$ cat src/rtl/rx_acq_seq.sv
`timescale 1ns/1ps
module rx_acq_seq #(
  parameter int DLY_BITS  = 2,
  parameter int MIN_ACQ   = 16,
  parameter int MED_BITS  = 30,
  parameter int LONG_HOLD = 256
) (
  input  logic       clk,
  input  logic       rst_n,
  input  logic       bit_en,
  input  logic       mode_nocd,
  input  logic       carrier,
  input  logic       expect_sig,
  input  logic       lock_ok,
  input  logic       chan_chg,
  input  logic       hold,
  output logic       dc_acq,
  output logic       pll_acq,
  output logic [1:0] pll_bw,
  output logic       lvl_avg
);
  localparam int MX1  = (MIN_ACQ > DLY_BITS) ? MIN_ACQ : DLY_BITS;
  localparam int CMAX = (MED_BITS > MX1) ? MED_BITS : MX1;
  localparam int CW   = $clog2(CMAX + 1);
  localparam int HW   = $clog2(LONG_HOLD + 1);

  typedef enum logic [2:0] {S_IDLE, S_WAIT, S_ACQ, S_MED, S_NAR} st_t;

  st_t           st;
  logic [CW-1:0] cnt;
  logic [HW-1:0] hcnt;
  logic          hold_q, reclamp;
  logic          tracking;

  assign tracking = (st == S_MED) || (st == S_NAR);

  always_ff @(posedge clk) begin
    if (!rst_n) begin
      st      <= S_IDLE;
      cnt     <= '0;
      hcnt    <= '0;
      hold_q  <= 1'b0;
      reclamp <= 1'b0;
    end else if (chan_chg) begin
      st      <= S_IDLE;
      cnt     <= '0;
      hcnt    <= '0;
      hold_q  <= hold;
      reclamp <= 1'b0;
    end else begin
      hold_q <= hold;
      if (hold) begin
        if (bit_en && hcnt != HW'(LONG_HOLD)) hcnt <= hcnt + 1'b1;
      end else begin
        hcnt <= '0;
        if (hold_q && hcnt == HW'(LONG_HOLD)) reclamp <= 1'b1;
        else if (bit_en)                      reclamp <= 1'b0;
        if (!mode_nocd && !carrier && st != S_IDLE) begin
          st  <= S_IDLE;
          cnt <= '0;
        end else begin
          case (st)
            S_IDLE: if (mode_nocd ? expect_sig : carrier) begin
              st  <= mode_nocd ? S_ACQ : S_WAIT;
              cnt <= '0;
            end
            S_WAIT: if (bit_en) begin
              if (cnt == CW'(DLY_BITS - 1)) begin
                st  <= S_ACQ;
                cnt <= '0;
              end else cnt <= cnt + 1'b1;
            end
            S_ACQ: begin
              if (cnt == CW'(MIN_ACQ) && lock_ok) begin
                st  <= S_MED;
                cnt <= '0;
              end else if (bit_en && cnt != CW'(MIN_ACQ)) cnt <= cnt + 1'b1;
            end
            S_MED: if (bit_en) begin
              if (cnt == CW'(MED_BITS - 1)) begin
                st  <= S_NAR;
                cnt <= '0;
              end else cnt <= cnt + 1'b1;
            end
            default: ;
          endcase
        end
      end
    end
  end

  assign pll_acq = (st == S_ACQ);
  assign dc_acq  = (st == S_ACQ) || reclamp || (mode_nocd && tracking);
  assign pll_bw  = (st == S_MED) ? 2'b01 : (st == S_NAR) ? 2'b10 : 2'b00;
  assign lvl_avg = tracking && !dc_acq;

  assert_restart_R6: assert property (@(posedge clk) disable iff (!rst_n)
    $past(chan_chg) |-> (!dc_acq && !pll_acq && pll_bw == 2'b00));

  assert_pll_needs_dc_R5: assert property (@(posedge clk) disable iff (!rst_n)
    pll_acq |-> dc_acq);

  assert_release_cause_R3: assert property (@(posedge clk) disable iff (!rst_n)
    $fell(pll_acq) |-> ($past(lock_ok) || $past(chan_chg) || $past(!mode_nocd && !carrier)));

  assert_hold_freeze_R8: assert property (@(posedge clk) disable iff (!rst_n)
    ($past(hold) && !$past(chan_chg)) |-> ($stable(pll_acq) && $stable(pll_bw)));

  assert_narrow_after_medium_R4: assert property (@(posedge clk) disable iff (!rst_n)
    $rose(pll_bw == 2'b10) |-> $past(pll_bw == 2'b01));
endmodule

$ cat config.mk
export PLATFORM = sky130hd
export DESIGN_NAME = rx_acq_seq
export DESIGN_NICKNAME = d
export VERILOG_FILES = /design/src/rtl/rx_acq_seq.sv
export SDC_FILE = /design/constraint.sdc
export NUM_CORES = 1
export LEC_CHECK = 0
export BUFFER_PORTS_ARGS = -buffer_cell sky130_fd_sc_hd__buf_4
export CAP_MARGIN = 20
export CORE_UTILIZATION = 40
export CTS_CLUSTER_DIAMETER = 120
export DETAILED_ROUTE_END_ITERATION = 7
export PLACE_DENSITY = 0.64
export SYNTH_ARGS = -nofsm -noshare
export SYNTH_HDL_FRONTEND = slang
export SYNTH_SLANG_ARGS = --single-unit
$ cat constraint.sdc
create_clock -name clk -period 3.41 [get_ports clk]
set_input_delay 0.341 -clock clk [delete_from_list [all_inputs] [get_ports clk]]
set_output_delay 0.341 -clock clk [all_outputs]
set_load 0.02 [all_outputs]
==> out/metrics.yaml, run 1 <==
status: "completed"
grt_setup_unrepaired: "no"
fmax_mhz: 508
core_um2: 2590
synthFlopType: "dfxtp_1"
crit_arrival_ns: 2.15
wl_mm: 2.35
layout.nets: 169
ir_worst_vdd_mv: 0.263
syn-instance-count: 141
cts_setup_buffers: 0
dp_hpwl_mm: 1.87
p_leak_uw: 0.000450
grt_antenna_before_repair: 0
cts-buffers-inserted: 3
min_path_type: "input port to register"
final_common_cell: "dfxtp_1"
grt_pass1_vias: 935
yosys_warnings: 0
die_x_um: 55.4
fin_area_um2: 1280
synth_cell_types: 40
die_y_um: 55.4
ant_nets: 0
ctsResizeCount: 0
fin_setup_tns_ns: 0
synth_area_um2: 1140
hold_viol_final: 0
setup-violations-final: 0
insertion_delay_ns: 0.30
slowest_stage: "dfxtp_1"
drive_gt1_frac: 0.156
end_kind: "register"
crit_type: "register to register"
die_area_um2: 3060
cts_tree: "yes"
fin_crit_ns: 1.97
route.detailed.drc: 0
first_pass_iters: 4
synthArstFlopShare: 0
diodes: 0
dp.cells: 180
num_rows: 18
cts-hold-fix-buffers: 0
instances_no_fill: 184
wl_per_cell_um: 12.8
dr_total_vias: 1051
synth_edf_count: 0
most-common-layout-cells: "dfxtp_1 (19), nand2_1 (15), nor2_1 (13), buf_4 (13), a21oi_1 (10)"
slew_viol_final: 0
startpoint_type: "register"
worstMarginPinSlew_ns: 0.486
drt_iter0_drc: 20
syn-num-nets: 155
cp_max_fo: 7
grt_overflow_total: 0
start_util: 0.440
clkTransAtPathRegs_ns: 0.11
routabilityCongestion: 0.852
finalCritPeriodShare: 0.577
ios: 14
grt_pass1_wl_mm: 4.08
maxCapViolCount: 0
yosysSeqAreaShare: 0.334
cts.sinks: 19
postLayoutCoreUtil: 0.494
grt_max_degree: 12
ys_ff_latch: 19
cp.required_ns: 3.60
slew_headroom: 0.668
fin_skew_ns: 0.00841
cts_root_buf: "clkbuf_4"
crit_chain: "inv_1 -> ha_1 -> nor4bb_4 -> mux2i_1 -> o2111ai_2 -> nor4_1 -> nor3_1"
area_delta_synth_final_pct: 12.4
grt_usage: 0.164
postSynthAreaPerCell_um2: 8.08
dpl_cell_area_um2: 1250
ctsLongestPathBuffers: 2
vias_per_cell: 5.71
port_buffers: 13
cts_max_level: 1
cellPowerDensity_nw_per_um2: 303
max_stage_delay_ns: 0.36
## Yosys cell counts, types with 3 or more instances
cell type | n | area (um^2)
inv_1 | 9 | 33.8
o22ai_1 | 3 | 18.8
nor2_1 | 13 | 48.8
nor2b_1 | 7 | 43.8
dfxtp_1 | 19 | 380
a21oi_1 | 10 | 50.1
o21ai_0 | 6 | 30.0
ha_1 | 5 | 62.6
or3_1 | 4 | 25.0
nand2_1 | 15 | 56.3
nand3_1 | 6 | 30.0
nand4_1 | 6 | 37.5
xor2_1 | 4 | 35.0
nor3_1 | 3 | 15.0
## final timing paths
| kind | start | end | slack, ns | depth (start not counted) |
|---|---|---|---|---|
| hold / removal | rst_n | hold_q$_SDFF_PN0_ | 0.27 | 2 |
| setup / recovery | cnt[0]$_SDFFE_PP0P_ | st[0]$_SDFFE_PP0P_ | 1.44 | 7 |
| setup reg to reg | cnt[0]$_SDFFE_PP0P_ | st[0]$_SDFFE_PP0P_ | 1.44 | 7 |
| hold reg to reg | hold_q$_SDFF_PN0_ | reclamp$_SDFFE_PP0P_ | 0.47 | 2 |
## critical path: cells and delay by family (launching register included)
family | cells | cell delay (ns)
AND/OR/NAND/NOR | 3 | 0.73
flip-flops | 1 | 0.36
AO/OA/AOI/OAI | 1 | 0.24
multiplexers | 1 | 0.30
buffers and inverters | 1 | 0.09
adder cells (fa/ha/maj) | 1 | 0.14
## per-stage QoR
| stage | total power, uW | hold WS (ns) | setup WS, ns |
|---|---|---|---|
| after floorplan | 265 | 0.432 | 1.50 |
| after global placement | 281 | 0.455 | 1.54 |
| after detailed placement | 283 | 0.465 | 1.46 |
| after CTS | 394 | 0.258 | 1.43 |
| after global routing | 408 | 0.263 | 1.24 |
| final | 388 | 0.268 | 1.44 |
## cell families (layout without fill, tap and decap cells)
family	Yosys count	in the layout	synth area share
AND/OR/NAND/NOR	67	67	0.321
AO/OA/AOI/OAI	30	30	0.187
flip-flops	19	19	0.334
buffers and inverters	13	26	0.0483
XOR/XNOR	6	6	0.0462
adder cells (fa/ha/maj)	5	5	0.0549
multiplexers	1	1	0.00879
## power breakdown
part           internal (uW)  switching (uW)  total, uW
Sequential               224            3.23        227
Clock                   43.7            66.0        110
Combinational           21.0            30.0       50.9
## layout make-up
cell class,count,area (um^2)
Clock buffer,3,22.5
Clock inverter,1,5.00
Inverter,9,33.8
Timing Repair Buffer,13,97.6
Multi-Input combinational cell,109,703
Fill cell,256,1310
Tap cell,30,37.5
Sequential cell,19,380
## sequential cells by signal (all words and copies together), names as in the netlist
signal / cells
hcnt: 9
reclamp: 1
hold_q: 1
st: 3
cnt: 5
## per-layer routing
layer | part of all wire | wire length (um) | vias to the layer above | GRT usage
met5 | 0 | 0 | - | 0
met4 | 0.012 | 29 | 0 | 0.0571
met3 | 0.052 | 123 | 4 | 0.0468
met2 | 0.46 | 1080 | 27 | 0.274
met1 | 0.47 | 1120 | 491 | 0.199
li1 | - | - | 529 | -
No activity file was read; power rests on OpenSTA's default activity.
==> run 2, diff against run 1 <==
Settings changed: PLACE_DENSITY 0.64 to 0.66.
Clock period 3.41 ns to 1.8 ns, I/O delays scaled along.
==> run 2 against run 1 <==
Compared with the run above: clock-buffer cell count did not move; sequential cell count did not move; die area did not move; the run now ends with negative setup slack left; clock skew fell by 0.0037 ns; sequential power rose by 89%; via count rose by 6.6%.
==> out/metrics.yaml, run 2 (same netlist as run 1, synthesis figures left out) <==
status: "complete, but fails checks"
violations: "negative setup slack"
power_uw: 791  # +100%
most-common-layout-cells: "buf_4 (25), nand2_1 (14), dfxtp_1 (14)"
end_kind: "register"
vias_per_cell: 5.69  # -0.47%
insertion_delay_ns: 0.31  # about the same
die_area_um2: 3060  # unchanged
grt_usage: 0.180  # +0.0163
worstMarginPinSlew_ns: 0.818  # +0.332 ns
num_rows: 18  # unchanged
r2r-start: "cnt[1]$_SDFFE_PP0P_"
hold-worst-slack_ns: 0.0801  # -0.187 ns
grt_pass1_wl_mm: 4.42  # +8.3%
ios: 14  # unchanged
grt_setup_unrepaired: "yes"
n_fill_cell: 239  # -6.6%
grt_overflow_total: 0  # unchanged
cts_root_buf: "clkbuf_4"
startpoint_type: "register"
start_util: 0.440  # unchanged
grt_max_degree: 12  # unchanged
instances_no_fill: 197  # +7.1%
largest-register: "hcnt"
fin_setup_tns_ns: -0.0167  # -0.0167 ns
clkTransAtPathRegs_ns: 0.12  # about the same
r2r_cells: 7  # unchanged
core_um2: 2590  # unchanged
top_regs: "hcnt (9), cnt (5), st (3)"
largest_register_ffs: 9  # unchanged
dp.cells: 188  # +4.4%
cp_max_fo: 3  # -4
crit_start: "cnt[1]$_SDFFE_PP0P_"
drt_iter0_drc: 38  # +90%
setup-violations-final: 1  # +1
crit_arrival_ns: 2.03  # -0.12 ns
layout.nets: 182  # +7.7%
slew_headroom: 0.440  # -0.227
finalCritPeriodShare: 1.01  # +0.432
port_buffers: 13  # unchanged
die_y_um: 55.4  # unchanged
cts.sinks: 19  # unchanged
cts-buffers-inserted: 3  # unchanged
cts_tree: "yes"
min_from: "rst_n"
diodes: 0  # unchanged
die_x_um: 55.4  # unchanged
fmax_mhz: 550  # +8.3%
final_common_cell: "buf_4"
pre_cts_slack_ns: -0.0601  # -1.52 ns
cp.required_ns: 2.02  # -1.58 ns
ctsLongestPathBuffers: 2  # unchanged
dp_hpwl_mm: 1.99  # +6.3%
grt_antenna_before_repair: 0  # unchanged
setup_ws_ns: -0.0167  # -1.46 ns
dr_total_vias: 1120  # +6.6%
grt_pass1_vias: 1025  # +9.6%
maxCapViolCount: 0  # unchanged
cts-hold-fix-buffers: 0  # unchanged
ir_worst_vdd_mv: 0.369  # +40%
hold_viol_final: 0  # unchanged
route.detailed.drc: 0  # unchanged
min_path_type: "input port to register"
drive_gt1_frac: 0.317  # +0.162
p_leak_uw: 0.000527  # +17%
slew_viol_final: 0  # unchanged
first_pass_iters: 4  # unchanged
area_delta_synth_final_pct: 27.5
cts_max_level: 1  # unchanged
ant_nets: 0  # unchanged
wl_per_cell_um: 14.5  # +13%
crit_type: "register to register"
holdPathStages: 2  # unchanged
fin_crit_ns: 1.82  # -0.151 ns
routabilityCongestion: 0.883  # +3.7%
fin_skew_ns: 0.00469  # -0.00373 ns
wl_mm: 2.85  # +21%
cellPowerDensity_nw_per_um2: 545  # +80%
==> run 2: area by class of cell <==
cell class,count,area [um^2],share of cell area
clock inverters,1,5.00,0.00345
well taps,30,37.5,0.0259
repair buffers,26,199,0.137
flip-flops and latches,19,389,0.268
inverters,9,33.8,0.0233
multi-input cells,109,764,0.527
clock buffers,3,22.5,0.0155
==> run 2: path summary, 6_finish.rpt <==
path / endpoint / slack (ns)
hold / removal: hold_q$_SDFF_PN0_ / 0.08
setup / recovery: st[2]$_SDFFE_PP0P_ / -0.02
hold reg to reg: reclamp$_SDFFE_PP0P_ / 0.47
setup reg to reg: st[2]$_SDFFE_PP0P_ / -0.02
==> run 2: worst max-delay path: stages (launching register included) <==
cell      delay [ns]
dfxtp_2         0.34
inv_2           0.07
ha_4            0.12
nor4bb_4        0.25
mux2i_2         0.29
o2111a_2        0.25
nand2_2         0.06
o41ai_2         0.33
==> run 2: routing by layer <==
metal  GRT usage  vias to the layer above  wire length (um)
li1            -                      556                 -
met1       0.226                      528              1310
met3      0.0375                        9                95
met4       0.100                        0                82
met5           0                        -                 0
met2       0.286                       27              1360
==> run 2: what timing repair did <==
item | 4_1_cts | 5_1_grt
endpoints found under the setup margin | 10 | 9
setup buffers | 0 | 6
pin swaps | 3 | 9
resized for setup | 11 | 11
==> run 2: stage by stage <==
step / utilization / instance area (um^2)
3_3_place_gp: 0.507 / 1310
3_5_place_dp: 0.507 / 1310
2_1_floorplan: - / 1140
5_1_grt: 0.560 / 1450
6_report: 0.560 / 1450
4_1_cts: 0.527 / 1370
==> run 2: report_power, final <==
part	leakage, uW	switching, uW	internal (uW)	total, uW
sequential	0.000156	4.58	423	428
combinational	0.000353	72.3	59.1	131
clock	0.0000177	148	83.3	231
==> run 3, diff against run 2 <==
Settings changed: CORE_ASPECT_RATIO from default to 0.8, TNS_END_PERCENT from default to 10.
==> run 3 against run 2 <==
Compared with the run above: the run still ends with negative setup slack left; sequential cell count unchanged; global-route usage grew 2.6 points; clock power about the same; routed wire length increased by 3.1%; largest power group unchanged; clock-buffer cell count up 1; first-iteration DRC count rose by 95%; cell count is 1.5% higher; clock skew is 0.0090 ns higher; critical path type unchanged; setup slack worse by 0.047 ns; sequential share of layout area is 0.71 points higher; final area fell by 2.6%; critical path depth did not move.
==> out/metrics.yaml, run 3 (same netlist as run 1, synthesis figures left out) <==
status: "complete, but fails checks"
violations: "negative setup slack"
largest-register: "hcnt"
cp_max_fo: 4  # +1
worstMarginPinSlew_ns: 0.424  # -0.395 ns
wl_per_cell_um: 14.7  # +1.6%
cts_max_level: 1  # unchanged
grtUsageMet3: 0.0577  # +0.0203
grt_antenna_before_repair: 0  # unchanged
die_x_um: 61.7  # +11%
drive_gt1_frac: 0.293  # -0.0247
hold-worst-slack_ns: 0.103  # +0.0228 ns
pre_cts_slack_ns: -0.0654  # -0.00528 ns
ctsLongestPathBuffers: 2  # unchanged
ir_worst_vdd_mv: 0.321  # -13%
power_uw: 777  # -1.7%
most-common-layout-cells: "buf_4 (23), nand2_1 (14), dfxtp_1 (14)"
insertion_delay_ns: 0.31  # about the same
end_kind: "register"
grt_overflow_total: 0  # unchanged
cts-buffers-inserted: 3  # unchanged
die_area_um2: 3070  # about the same
fin_skew_ns: 0.0136  # +0.00896 ns
largest_register_ffs: 9  # unchanged
num_rows: 16  # -2
first_pass_iters: 4  # unchanged
final_common_cell: "buf_4"
dr_total_vias: 1137  # +1.5%
busiest_layer: "met1"
cellPowerDensity_nw_per_um2: 550  # +0.87%
top_regs: "hcnt (9), cnt (5), st (3)"
ios: 14  # unchanged
cts_root_buf: "clkbuf_4"
hold_viol_final: 0  # unchanged
maxCapViolCount: 0  # unchanged
cp.required_ns: 2.01  # about the same
setup-violations-final: 5  # +4
setup_ws_ns: -0.0635  # -0.0469 ns
grtUsageMet2: 0.265  # -0.0205
clkTransAtPathRegs_ns: 0.12  # about the same
grt_pass1_wl_mm: 4.62  # +4.7%
grt_setup_unrepaired: "yes"
route.detailed.drc: 0  # unchanged
wl_mm: 2.94  # +3.1%
slew_viol_final: 0  # unchanged
fmax_mhz: 537  # -2.5%
fin_area_um2: 1410  # -2.6%
grt_pass1_vias: 955  # -6.8%
routabilityCongestion: 0.824  # -6.6%
dp_hpwl_mm: 2.07  # +4.2%
ant_nets: 0  # unchanged
layout.nets: 179  # -1.6%
crit_type: "register to register"
grt_max_degree: 11  # -1
finalCritPeriodShare: 1.04  # +0.0260
core_um2: 2560  # -1.1%
min_path_type: "input port to register"
vias_per_cell: 5.69  # about the same
grt_usage: 0.206  # +0.0261
dpl_cell_area_um2: 1310  # unchanged
diodes: 0  # unchanged
startpoint_type: "register"
die_y_um: 49.7  # -10%
drt_iter0_drc: 74  # +95%
slew_headroom: 0.717  # +0.277
cts.sinks: 19  # unchanged
cts_tree: "yes"
area_delta_synth_final_pct: 24.2
start_util: 0.444  # +0.00472
port_buffers: 13  # unchanged
grt_util_met1: 0.327  # +0.101
p_leak_uw: 0.000507  # -3.7%
fin_crit_ns: 1.86  # +0.0469 ns
postLayoutCoreUtil: 0.552  # -0.00863
crit_arrival_ns: 2.07  # +0.04 ns
==> run 3: cell types whose count changed in the layout (fill, tap and decap cells not counted), sizes merged <==
cell,before,now
buf,26,23
clkbuf,3,4
clkinv,1,0
==> run 3: through the flow <==
step / TNS (ns) / cells
floorplan: 0 / 141
global placement: -0.00460 / 193
detailed placement: -0.201 / 193
CTS: -0.0290 / 197
global route: -0.624 / 200
finish: -0.134 / 200
==> run 3: layout make-up <==
cell class,count,area (um^2)
Inverter,9,33.8
Tap cell,36,45.0
Clock buffer,4,26.3
Timing Repair Buffer,23,173
Multi-Input combinational cell,109,747
Fill cell,247,1150
Sequential cell,19,389
==> run 3: worst paths after layout <==
kind                                     startpoint                   end  slack (ns)  cells after the start
worst max-delay path            cnt[1]$_SDFFE_PP0P_    st[2]$_SDFFE_PP0P_       -0.06                      7
worst min-delay path                          rst_n     hold_q$_SDFF_PN0_        0.10                      2
worst max register to register  cnt[1]$_SDFFE_PP0P_    st[2]$_SDFFE_PP0P_       -0.06                      7
worst min register to register    hold_q$_SDFF_PN0_  reclamp$_SDFFE_PP0P_        0.46                      2
==> run 3: power by group <==
group / switching [uW] / internal [uW]
Combinational: 67.9 / 51.7
Clock: 143 / 86.5
Sequential: 4.44 / 423
Total: 216 / 562
==> run 3: critical path, cell delays in order, from the launching register on <==
cell	delay, ns
dfxtp_2	0.35
inv_2	0.07
ha_4	0.12
nor4bb_4	0.24
mux2i_1	0.33
o2111a_2	0.28
nand2_2	0.06
o41ai_2	0.31
==> run 3: what timing repair did <==
item                                    4_1_cts  5_1_grt
setup buffers                                 0        3
endpoints found under the setup margin        9       10
gates cloned                                  0        0
pin swaps                                     3        7
hold buffers                                  0        0
gates resized for setup                       3       15
==> run 3: metal layers <==
metal / vias to the layer above / part of all wire
li1: 553 / -
met1: 534 / 0.48
met2: 46 / 0.44
met3: 4 / 0.069
met4: 0 / 0.0092
met5: - / 0
